**src/rtl/uart_addr_rx_pkg.sv**
```systemverilog
package uart_addr_rx_pkg;

    typedef enum logic [1:0] {
        ST_IDLE  = 2'd0,
        ST_START = 2'd1,
        ST_DATA  = 2'd2,
        ST_STOP  = 2'd3
    } rx_state_e;

    function automatic logic maj3(input logic a, input logic b, input logic c);
        return (a & b) | (a & c) | (b & c);
    endfunction

endpackage

```
**src/rtl/uart_addr_rx_sync.sv**
```systemverilog
module uart_addr_rx_sync #(
    parameter int unsigned STAGES = 2
) (
    input  logic clk,
    input  logic rst_n,
    input  logic rx_i,
    output logic line_o,
    output logic fall_o
);
    typedef struct packed {
        logic [STAGES-1:0] chain;
        logic              prev;
    } sync_t;

    sync_t s_d, s_q;

    always_comb begin
        s_d       = s_q;
        s_d.chain = {s_q.chain[STAGES-2:0], rx_i};
        s_d.prev  = s_q.chain[STAGES-1];
    end

    always_ff @(posedge clk or negedge rst_n) begin
        if (!rst_n) begin
            s_q <= '1;
        end else begin
            s_q <= s_d;
        end
    end

    assign line_o = s_q.chain[STAGES-1];
    assign fall_o = s_q.prev & ~s_q.chain[STAGES-1];
endmodule

```
**src/rtl/uart_addr_rx_frame.sv**
```systemverilog
module uart_addr_rx_frame
    import uart_addr_rx_pkg::*;
#(
    parameter int unsigned OVS    = 16,
    parameter int unsigned DATA_W = 8
) (
    input  logic              clk,
    input  logic              rst_n,
    input  logic              en_i,
    input  logic              tick_i,
    input  logic              mode9_i,
    input  logic              line_i,
    input  logic              fall_i,
    output logic              valid_o,
    output logic [DATA_W-1:0] data_o,
    output logic              bit9_o,
    output logic              ferr_o,
    output logic              mode9_o
);
    localparam int unsigned CNT_W = $clog2(OVS);
    localparam int unsigned FR_W  = DATA_W + 1;
    localparam int unsigned IDX_W = $clog2(FR_W + 1);
    localparam int unsigned MID   = OVS / 2;

    typedef struct packed {
        rx_state_e        st;
        logic [CNT_W-1:0] cnt;
        logic [IDX_W-1:0] idx;
        logic [1:0]       smp;
        logic [FR_W-1:0]  sh;
        logic             m9;
        logic             ferr;
    } frm_t;

    frm_t f_d, f_q;
    logic vote;
    logic [IDX_W-1:0] nbits;

    always_comb begin
        f_d     = f_q;
        valid_o = 1'b0;
        vote    = maj3(f_q.smp[1], f_q.smp[0], line_i);
        nbits   = f_q.m9 ? IDX_W'(FR_W) : IDX_W'(DATA_W);
        if (!en_i) begin
            f_d.st  = ST_IDLE;
            f_d.cnt = '0;
        end else if (f_q.st == ST_IDLE) begin
            if (fall_i) begin
                f_d.st  = ST_START;
                f_d.cnt = '0;
                f_d.idx = '0;
                f_d.m9  = mode9_i;
            end
        end else if (tick_i) begin
            f_d.cnt = f_q.cnt + 1'b1;
            if (f_q.cnt == CNT_W'(MID - 2) || f_q.cnt == CNT_W'(MID - 1)) begin
                f_d.smp = {f_q.smp[0], line_i};
            end
            if (f_q.cnt == CNT_W'(MID)) begin
                case (f_q.st)
                    ST_START: if (vote) f_d.st = ST_IDLE;
                    ST_DATA: begin
                        f_d.sh  = {vote, f_q.sh[FR_W-1:1]};
                        f_d.idx = f_q.idx + 1'b1;
                    end
                    ST_STOP: begin
                        valid_o  = 1'b1;
                        f_d.ferr = ~vote;
                        f_d.st   = ST_IDLE;
                    end
                    default: f_d.st = ST_IDLE;
                endcase
            end
            if (f_q.cnt == CNT_W'(OVS - 1)) begin
                f_d.cnt = '0;
                if (f_q.st == ST_START) begin
                    f_d.st = ST_DATA;
                end else if (f_q.st == ST_DATA && f_q.idx == nbits) begin
                    f_d.st = ST_STOP;
                end
            end
        end
    end

    always_ff @(posedge clk or negedge rst_n) begin
        if (!rst_n) begin
            f_q    <= '0;
            f_q.st <= ST_IDLE;
        end else begin
            f_q <= f_d;
        end
    end

    assign data_o  = f_q.m9 ? f_q.sh[DATA_W-1:0] : f_q.sh[FR_W-1:1];
    assign bit9_o  = f_q.m9 & f_q.sh[FR_W-1];
    assign ferr_o  = ~maj3(f_q.smp[1], f_q.smp[0], line_i);
    assign mode9_o = f_q.m9;
endmodule

```
**src/rtl/uart_addr_rx_buf.sv**
```systemverilog
module uart_addr_rx_buf #(
    parameter int unsigned DATA_W = 8
) (
    input  logic              clk,
    input  logic              rst_n,
    input  logic              en_i,
    input  logic              addr_det_i,
    input  logic              rd_i,
    input  logic              valid_i,
    input  logic [DATA_W-1:0] data_i,
    input  logic              bit9_i,
    input  logic              ferr_i,
    input  logic              mode9_i,
    output logic [DATA_W-1:0] data_o,
    output logic              bit9_o,
    output logic              ready_o,
    output logic              ferr_o,
    output logic              ovr_o
);
    typedef struct packed {
        logic [DATA_W-1:0] data;
        logic              bit9;
        logic              rdy;
        logic              ferr;
        logic              ovr;
    } buf_t;

    buf_t b_d, b_q;
    logic filtered;
    logic accept;

    always_comb begin
        b_d      = b_q;
        filtered = mode9_i & addr_det_i & ~bit9_i;
        accept   = valid_i & en_i & ~filtered;
        if (rd_i) begin
            b_d.rdy = 1'b0;
        end
        if (!en_i) begin
            b_d.ovr = 1'b0;
        end
        if (accept) begin
            if (b_q.ovr || (b_q.rdy && !rd_i)) begin
                b_d.ovr = 1'b1;
            end else begin
                b_d.data = data_i;
                b_d.bit9 = bit9_i;
                b_d.ferr = ferr_i;
                b_d.rdy  = 1'b1;
            end
        end
    end

    always_ff @(posedge clk or negedge rst_n) begin
        if (!rst_n) begin
            b_q <= '0;
        end else begin
            b_q <= b_d;
        end
    end

    assign data_o  = b_q.data;
    assign bit9_o  = b_q.bit9;
    assign ready_o = b_q.rdy;
    assign ferr_o  = b_q.ferr;
    assign ovr_o   = b_q.ovr;
endmodule

```
**src/rtl/uart_addr_rx.sv**
```systemverilog
module uart_addr_rx #(
    parameter int unsigned OVS         = 16,
    parameter int unsigned DATA_W      = 8,
    parameter int unsigned SYNC_STAGES = 2
) (
    input  logic              clk,
    input  logic              rst_n,
    input  logic              rx_i,
    input  logic              tick_i,
    input  logic              rx_en_i,
    input  logic              mode9_i,
    input  logic              addr_det_i,
    input  logic              rd_i,
    output logic [DATA_W-1:0] rx_data_o,
    output logic              rx_bit9_o,
    output logic              rx_ready_o,
    output logic              frame_err_o,
    output logic              overrun_o
);
    logic              line_s;
    logic              line_fall;
    logic              frm_valid;
    logic [DATA_W-1:0] frm_data;
    logic              frm_bit9;
    logic              frm_ferr;
    logic              frm_mode9;

    uart_addr_rx_sync #(.STAGES(SYNC_STAGES)) u_sync (
        .clk    (clk),
        .rst_n  (rst_n),
        .rx_i   (rx_i),
        .line_o (line_s),
        .fall_o (line_fall)
    );

    uart_addr_rx_frame #(.OVS(OVS), .DATA_W(DATA_W)) u_frame (
        .clk     (clk),
        .rst_n   (rst_n),
        .en_i    (rx_en_i),
        .tick_i  (tick_i),
        .mode9_i (mode9_i),
        .line_i  (line_s),
        .fall_i  (line_fall),
        .valid_o (frm_valid),
        .data_o  (frm_data),
        .bit9_o  (frm_bit9),
        .ferr_o  (frm_ferr),
        .mode9_o (frm_mode9)
    );

    uart_addr_rx_buf #(.DATA_W(DATA_W)) u_buf (
        .clk        (clk),
        .rst_n      (rst_n),
        .en_i       (rx_en_i),
        .addr_det_i (addr_det_i),
        .rd_i       (rd_i),
        .valid_i    (frm_valid),
        .data_i     (frm_data),
        .bit9_i     (frm_bit9),
        .ferr_i     (frm_ferr),
        .mode9_i    (frm_mode9),
        .data_o     (rx_data_o),
        .bit9_o     (rx_bit9_o),
        .ready_o    (rx_ready_o),
        .ferr_o     (frame_err_o),
        .ovr_o      (overrun_o)
    );
endmodule

```
**config.mk**
```make
export PLATFORM = sky130hd
export DESIGN_NAME = uart_addr_rx
export DESIGN_NICKNAME = d
export VERILOG_FILES = /design/src/rtl/uart_addr_rx_pkg.sv /design/src/rtl/uart_addr_rx_sync.sv /design/src/rtl/uart_addr_rx_frame.sv /design/src/rtl/uart_addr_rx_buf.sv /design/src/rtl/uart_addr_rx.sv
export SDC_FILE = /design/constraint.sdc
export NUM_CORES = 1
export LEC_CHECK = 0
export ABC_AREA = 1
export BUFFER_PORTS_ARGS = -buffer_cell sky130_fd_sc_hd__buf_2
export CELL_PAD_IN_SITES_DETAIL_PLACEMENT = 1
export CELL_PAD_IN_SITES_GLOBAL_PLACEMENT = 1
export CORE_UTILIZATION = 40
export DETAILED_ROUTE_END_ITERATION = 16
export GPL_TIMING_DRIVEN = 0
export HOLD_SLACK_MARGIN = 0.08
export PLACE_DENSITY_LB_ADDON = 0.1
export SLEW_MARGIN = 10
export SYNTH_ARGS = -nofsm -noshare
export SYNTH_HDL_FRONTEND = slang
export SYNTH_HIERARCHICAL = 1
export SYNTH_SLANG_ARGS = --single-unit
```
**constraint.sdc**
```tcl
create_clock -name clk -period 2.6 [get_ports clk]
set_input_delay 0.52 -clock clk [delete_from_list [all_inputs] [get_ports clk]]
set_output_delay 0.52 -clock clk [all_outputs]
set_load 0.02 [all_outputs]
```
* Word-level counts from Yosys, hierarchy flattened
Index checks and enable logic that the tools add are counted.
** Operators by class
- $add $sub $neg :: 2
- Equality and inequality tests :: 11
- Mux-type cells :: 27
- Bitwise operators :: 17
- Reductions and logical operators :: 15
** Operator list (number)
- 2-to-1 mux 21 bit :: 1
- 2-to-1 mux 10 bit :: 2
- 2-to-1 mux 9 bit :: 2
- 2-to-1 mux 2 bit :: 6
- 2-to-1 mux 6 bit :: 2
- AND reduction 5 bit :: 2
- bitwise AND 1 bit :: 9
- 2-to-1 mux 1 bit :: 9
- adder 4 x 1 -> 4 bit (second input constant) :: 2
- equality test 4 x 3 -> 1 bit (second input constant) :: 2
- equality test 4 bit (second input constant) :: 2
- 2-to-1 mux 4 bit :: 2
- 2-to-1 mux 8 bit :: 1
- inverter 1 bit :: 6
- nonzero test 2 bit :: 3
- equality test 2 bit (second input constant) :: 2
- equality test 4 bit :: 1
- case mux 2 bit (2 select lines) :: 1
- AND reduction 2 bit :: 2
- AND reduction 4 bit :: 1
- 2-to-1 mux 3 bit :: 1
- inequality test 3 x 2 -> 1 bit (second input constant) :: 1
- inequality test 3 bit (second input constant) :: 1
- AND reduction 3 bit :: 1
- other kinds (7) :: 10
** Word-level totals
- Flip-flop bits (word level) :: 37
- Input bits :: 8
- Output and inout port bits :: 12

* Logic depth before layout (Yosys ltp)
- Depth in word-level cells :: 12
- Mapped depth :: 13
- Mapped depth without buffers :: 13

* Hierarchy
The synthesis kept the hierarchy.
** Modules (own cells, without submodules)
- uart_addr_rx_frame :: times used 1, cells an instance 171, area each 1346.3 um^2, sequential area each 550.5 um^2
- uart_addr_rx_buf :: times used 1, cells an instance 71, area each 645.6 um^2, sequential area each 300.3 um^2
- uart_addr_rx_sync :: times used 1, cells an instance 5, area each 88.8 um^2, sequential area each 78.8 um^2

* Worst setup path before layout
No wires, ideal clock.
- Path kind :: register to register
- Start point :: reg u_frame/f_q[21] (netlist bit)
- End point :: reg u_buf.b_q, in the netlist u_buf/bit9_o
- Library setup time :: 0.120 ns
- Data arrival time :: 1.687 ns
- Required time :: 2.480 ns
- Setup slack :: 0.794 ns
- Cell stages (with the launch flop) :: 14
- Buffers on the path :: 1
- Cell sequence :: dfrtp_1 -> inv_1 -> ha_1 -> nor2_2 -> nand2_2 -> clkinv_2 -> nand2_1 -> nor2_1 -> nand2_2 -> inv_2 -> nand2_2 -> buf_6 -> o21bai_2 -> nand2_1
** On the way
- Longest elaborated chain between the ends :: 9
- Elaborated cells between the ends (all ways) :: 10
** Ends and longest elaborated chain
- start, declared :: RTL line uart_addr_rx_frame.sv:35 : frm_t f_d, f_q;
- equality test 2 bit
- 2-to-1 mux 1 bit :: RTL line uart_addr_rx_frame.sv:60 : case (f_q.st)
- 2-to-1 mux 1 bit :: RTL line uart_addr_rx_frame.sv:59 : if (f_q.cnt == CNT_W'(MID)) begin
- 2-to-1 mux 1 bit :: RTL line uart_addr_rx_frame.sv:54 : end else if (tick_i) begin
- 2-to-1 mux 1 bit * :: RTL line uart_addr_rx_frame.sv:47 : end else if (f_q.st == ST_IDLE) begin
- 2-to-1 mux 1 bit * :: RTL line uart_addr_rx_frame.sv:44 : if (!en_i) begin
- named net frm_valid :: RTL line uart_addr_rx.sv:22 : logic frm_valid;
- bitwise AND 1 bit * (2 in series) :: RTL line uart_addr_rx_buf.sv:35 : accept = valid_i & en_i & ~filtered;
- AND reduction 2 bit (no source line) *
- end signal, assigned :: RTL line uart_addr_rx_buf.sv:56 : b_q <= '0;
- end signal, assigned :: RTL line uart_addr_rx_buf.sv:58 : b_q <= b_d;
- end, declared :: RTL line uart_addr_rx_buf.sv:28 : buf_t b_d, b_q;
Mark *: on every way through the listed nets, which the timed path passes. The rest lies on a longest branch.
A chain may end at the register's enable or synchronous reset.

* Final worst setup path
- Start point :: reg u_frame/f_q[21] (netlist bit)
- End point :: reg u_buf.b_q, in the netlist u_buf/data_o[1]
Same word-level chain as after synthesis.

==> impl_metrics.env <==
export IMPL_synth_fp_nets=264
export IMPL_grt_max_degree=38
export IMPL_dpl_hpwl_mm=3.28
export IMPL_overflow=0
export IMPL_grt_pass1_wl_mm=7.51
export IMPL_rows=25
export IMPL_leakage_nw=1.21
export IMPL_rsz0062_at_grt="no"
export IMPL_synthTopCellsByArea="dfrtp_1 41%, nand2_1 11%, inv_1 7.8%"
export IMPL_cts_buffer_depth=2
export IMPL_finalClockSkew_ns=0.00469
export IMPL_nets=290
export IMPL_final_cell_mix="59 x nand2_1, 43 x inv_1, 34 x dfrtp_1, 20 x buf_2, 19 x o21ai_0"
export IMPL_wl_per_cell_microns=12.8
export IMPL_end_kind="flop"
export IMPL_cts_tree="built"
export IMPL_finalCritPeriodShare=0.840
export IMPL_port_buffers=19
export IMPL_avgSynthCellArea_sq_um=8.42
export IMPL_cts_buffers_inserted=5
export IMPL_postSynthCellCount=247
export IMPL_viasPerCell=4.70
export IMPL_min_period_ns=2.18
export IMPL_dr_pass1_iters=4
export IMPL_synth_cell_type_count=31
export IMPL_die_w_microns=74.1
export IMPL_clkSinkCount=37
export IMPL_vias=1604
export IMPL_hold_viol=0
export IMPL_hold_class="in -> reg"
export IMPL_grt_pass1_vias=1669
export IMPL_gp_congestion=0.806
export IMPL_syn2layout_area_growth_pct=13.5
export IMPL_ant_nets=0
export IMPL_placedInstanceArea_sq_um=2260
export IMPL_worstPathArrival_ns=2.37
export IMPL_worstPathRequired_ns=2.79
export IMPL_io_pins=20
export IMPL_crit_fanout=10
export IMPL_final_setup_tns_ns=0
export IMPL_dp_slack_ns=0.375
export IMPL_irDropWorstVdd_uv=200
export IMPL_cts_resized=0
export IMPL_fmax_mhz=458
export IMPL_layout_setup_ws_ns=0.415
export IMPL_ys_ff_latch=37
export IMPL_slew_headroom=0.441
export IMPL_worst_pin_slew_ns=0.838
export IMPL_antenna_found_initial=0
export IMPL_cts_setup_buffers=0
export IMPL_die_y_microns=74.1
export IMPL_cts_max_level=2
export IMPL_drcViolationCount=0
export IMPL_timing_max_cap_violations=0
export IMPL_clk_latency_ns=0.29
export IMPL_synth_seq_area_share=0.447
export IMPL_setup_violations=0
export IMPL_status="complete, no violations"
export IMPL_ys_warnings_count=6
export IMPL_drive_gt1_frac=0.245
export IMPL_slew_viol_final=0
export IMPL_start_util=0.429
export IMPL_root_buffer="clkbuf_8"
export IMPL_routed_wl_mm=4.35
export IMPL_critPathKind="reg -> reg"
export IMPL_p_per_area_nw_per_um2=529
export IMPL_synth_top_area_frac=0.409
export IMPL_grt_usage=0.185
export IMPL_start_kind="flop"
export IMPL_cts_hold_fix_buffers=0
export IMPL_synth_area_sq_um=2080
export IMPL_fin_area_sq_um=2360
export IMPL_first_iter_violations=53
export IMPL_die_area_sq_um=5490
export IMPL_final_common_cell="nand2_1"
export IMPL_insertedDiodeCount=0
export IMPL_path_clk_slew_ns=0.07
export IMPL_core_area_sq_um=4850
export IMPL_synth_top_area_cell="dfrtp_1"
[sequential cells by signal, indices dropped and copies added, names as in the netlist]
register	cells
u_sync/s_d	1
u_sync/line_o	1
u_buf/data_o	8
u_buf/ready_o	1
u_frame/mode9_o	1
u_buf/ferr_o	1
u_frame/f_q	21
u_buf/bit9_o	1
u_sync/s_q	1
u_buf/ovr_o	1
[routing by layer]
metal | up-vias | wire length (microns) | GRT usage
met1 | 762 | 2030 | 0.222
li1 | 818 | - | -
met2 | 19 | 2140 | 0.319
met3 | 5 | 103 | 0.0447
met5 | - | 0 | 0
met4 | 0 | 72 | 0.0705
[path summary, 6_finish.rpt]
kind	depth (start not counted)	to	from	slack, ns
worst max-delay path	13	u_buf/data_o[1]	u_frame/f_q[21]	0.42
max in group asynchronous	1	u_frame/f_q[5]	rst_n	1.75
worst min register to register	0	u_sync/line_o	u_sync/s_d[2]	0.36
worst min-delay path	1	u_sync/s_d[2]	rx_i	0.32
worst max register to register	13	u_buf/data_o[1]	u_frame/f_q[21]	0.42
min in group asynchronous	1	u_frame/f_q[17]	rst_n	0.33
[cell families (layout without fill, tap and decap cells)]
| group | after synthesis | count (layout) | share of synthesized area |
|---|---|---|---|
| AOI/OAI and AO/OA | 43 | 43 | 0.137 |
| xor gates and xnor gates | 3 | 3 | 0.0126 |
| adders and majority gates | 9 | 9 | 0.0541 |
| buffers and inverters | 55 | 82 | 0.115 |
| DFF | 37 | 37 | 0.447 |
| and+or+nand+nor | 100 | 100 | 0.235 |
[critical path, cell delays in order (launching register included)]
cell and delay, ns:
dfrtp_1 0.44, inv_1 0.11, ha_1 0.26, nor2_2 0.21, nand2_2 0.16, clkinv_2 0.13, nand2_1 0.06, nor2_1 0.15
nand2_2 0.11, inv_2 0.06, nand2_2 0.07, buf_6 0.16, o21bai_2 0.10, nand2_1 0.06
[through the flow]
stage	util	hold WS [ns]	power [mW]	cells
final	0.487	0.321	1.25	341
after global routing	0.487	0.309	1.31	341
after floorplan	-	0.224	0.755	247
after global placement	0.466	0.346	0.811	333
after detailed placement	0.466	0.350	0.815	333
after CTS	0.487	0.307	1.27	341
[power breakdown]
part / internal [mW] / switching [mW] / total (mW)
clock: 0.240 / 0.209 / 0.449
sequential: 0.603 / 0.0251 / 0.628
combinational: 0.0584 / 0.114 / 0.173
total: 0.901 / 0.349 / 1.25
[final cells by class]
| class | count | area [sq um] |
|---|---|---|
| plain buffers | 6 | 53.8 |
| flip-flops and latches | 37 | 930 |
| inverters | 49 | 185 |
| repair buffers | 19 | 95.1 |
| clock buffers | 7 | 96.3 |
| well taps | 67 | 83.8 |
| fillers | 610 | 2490 |
| multi-input cells | 155 | 912 |
| clock inverters | 1 | 5.00 |
[cell usage after synthesis, drive strengths merged]
library cell  instances
nand2                67
inv                  48
dfrtp                34
o21ai                25
nand3                18
nor2                 11
o21bai               10
ha                    9
buf                   6
a21oi                 5
dfstp                 3
nor3                  2
xnor2                 2
a32o                  1
clkinv                1
nor3b                 1
nor4                  1
o2111ai               1
o22ai                 1
xor2                  1
Power figures use the tool's default switching activity.
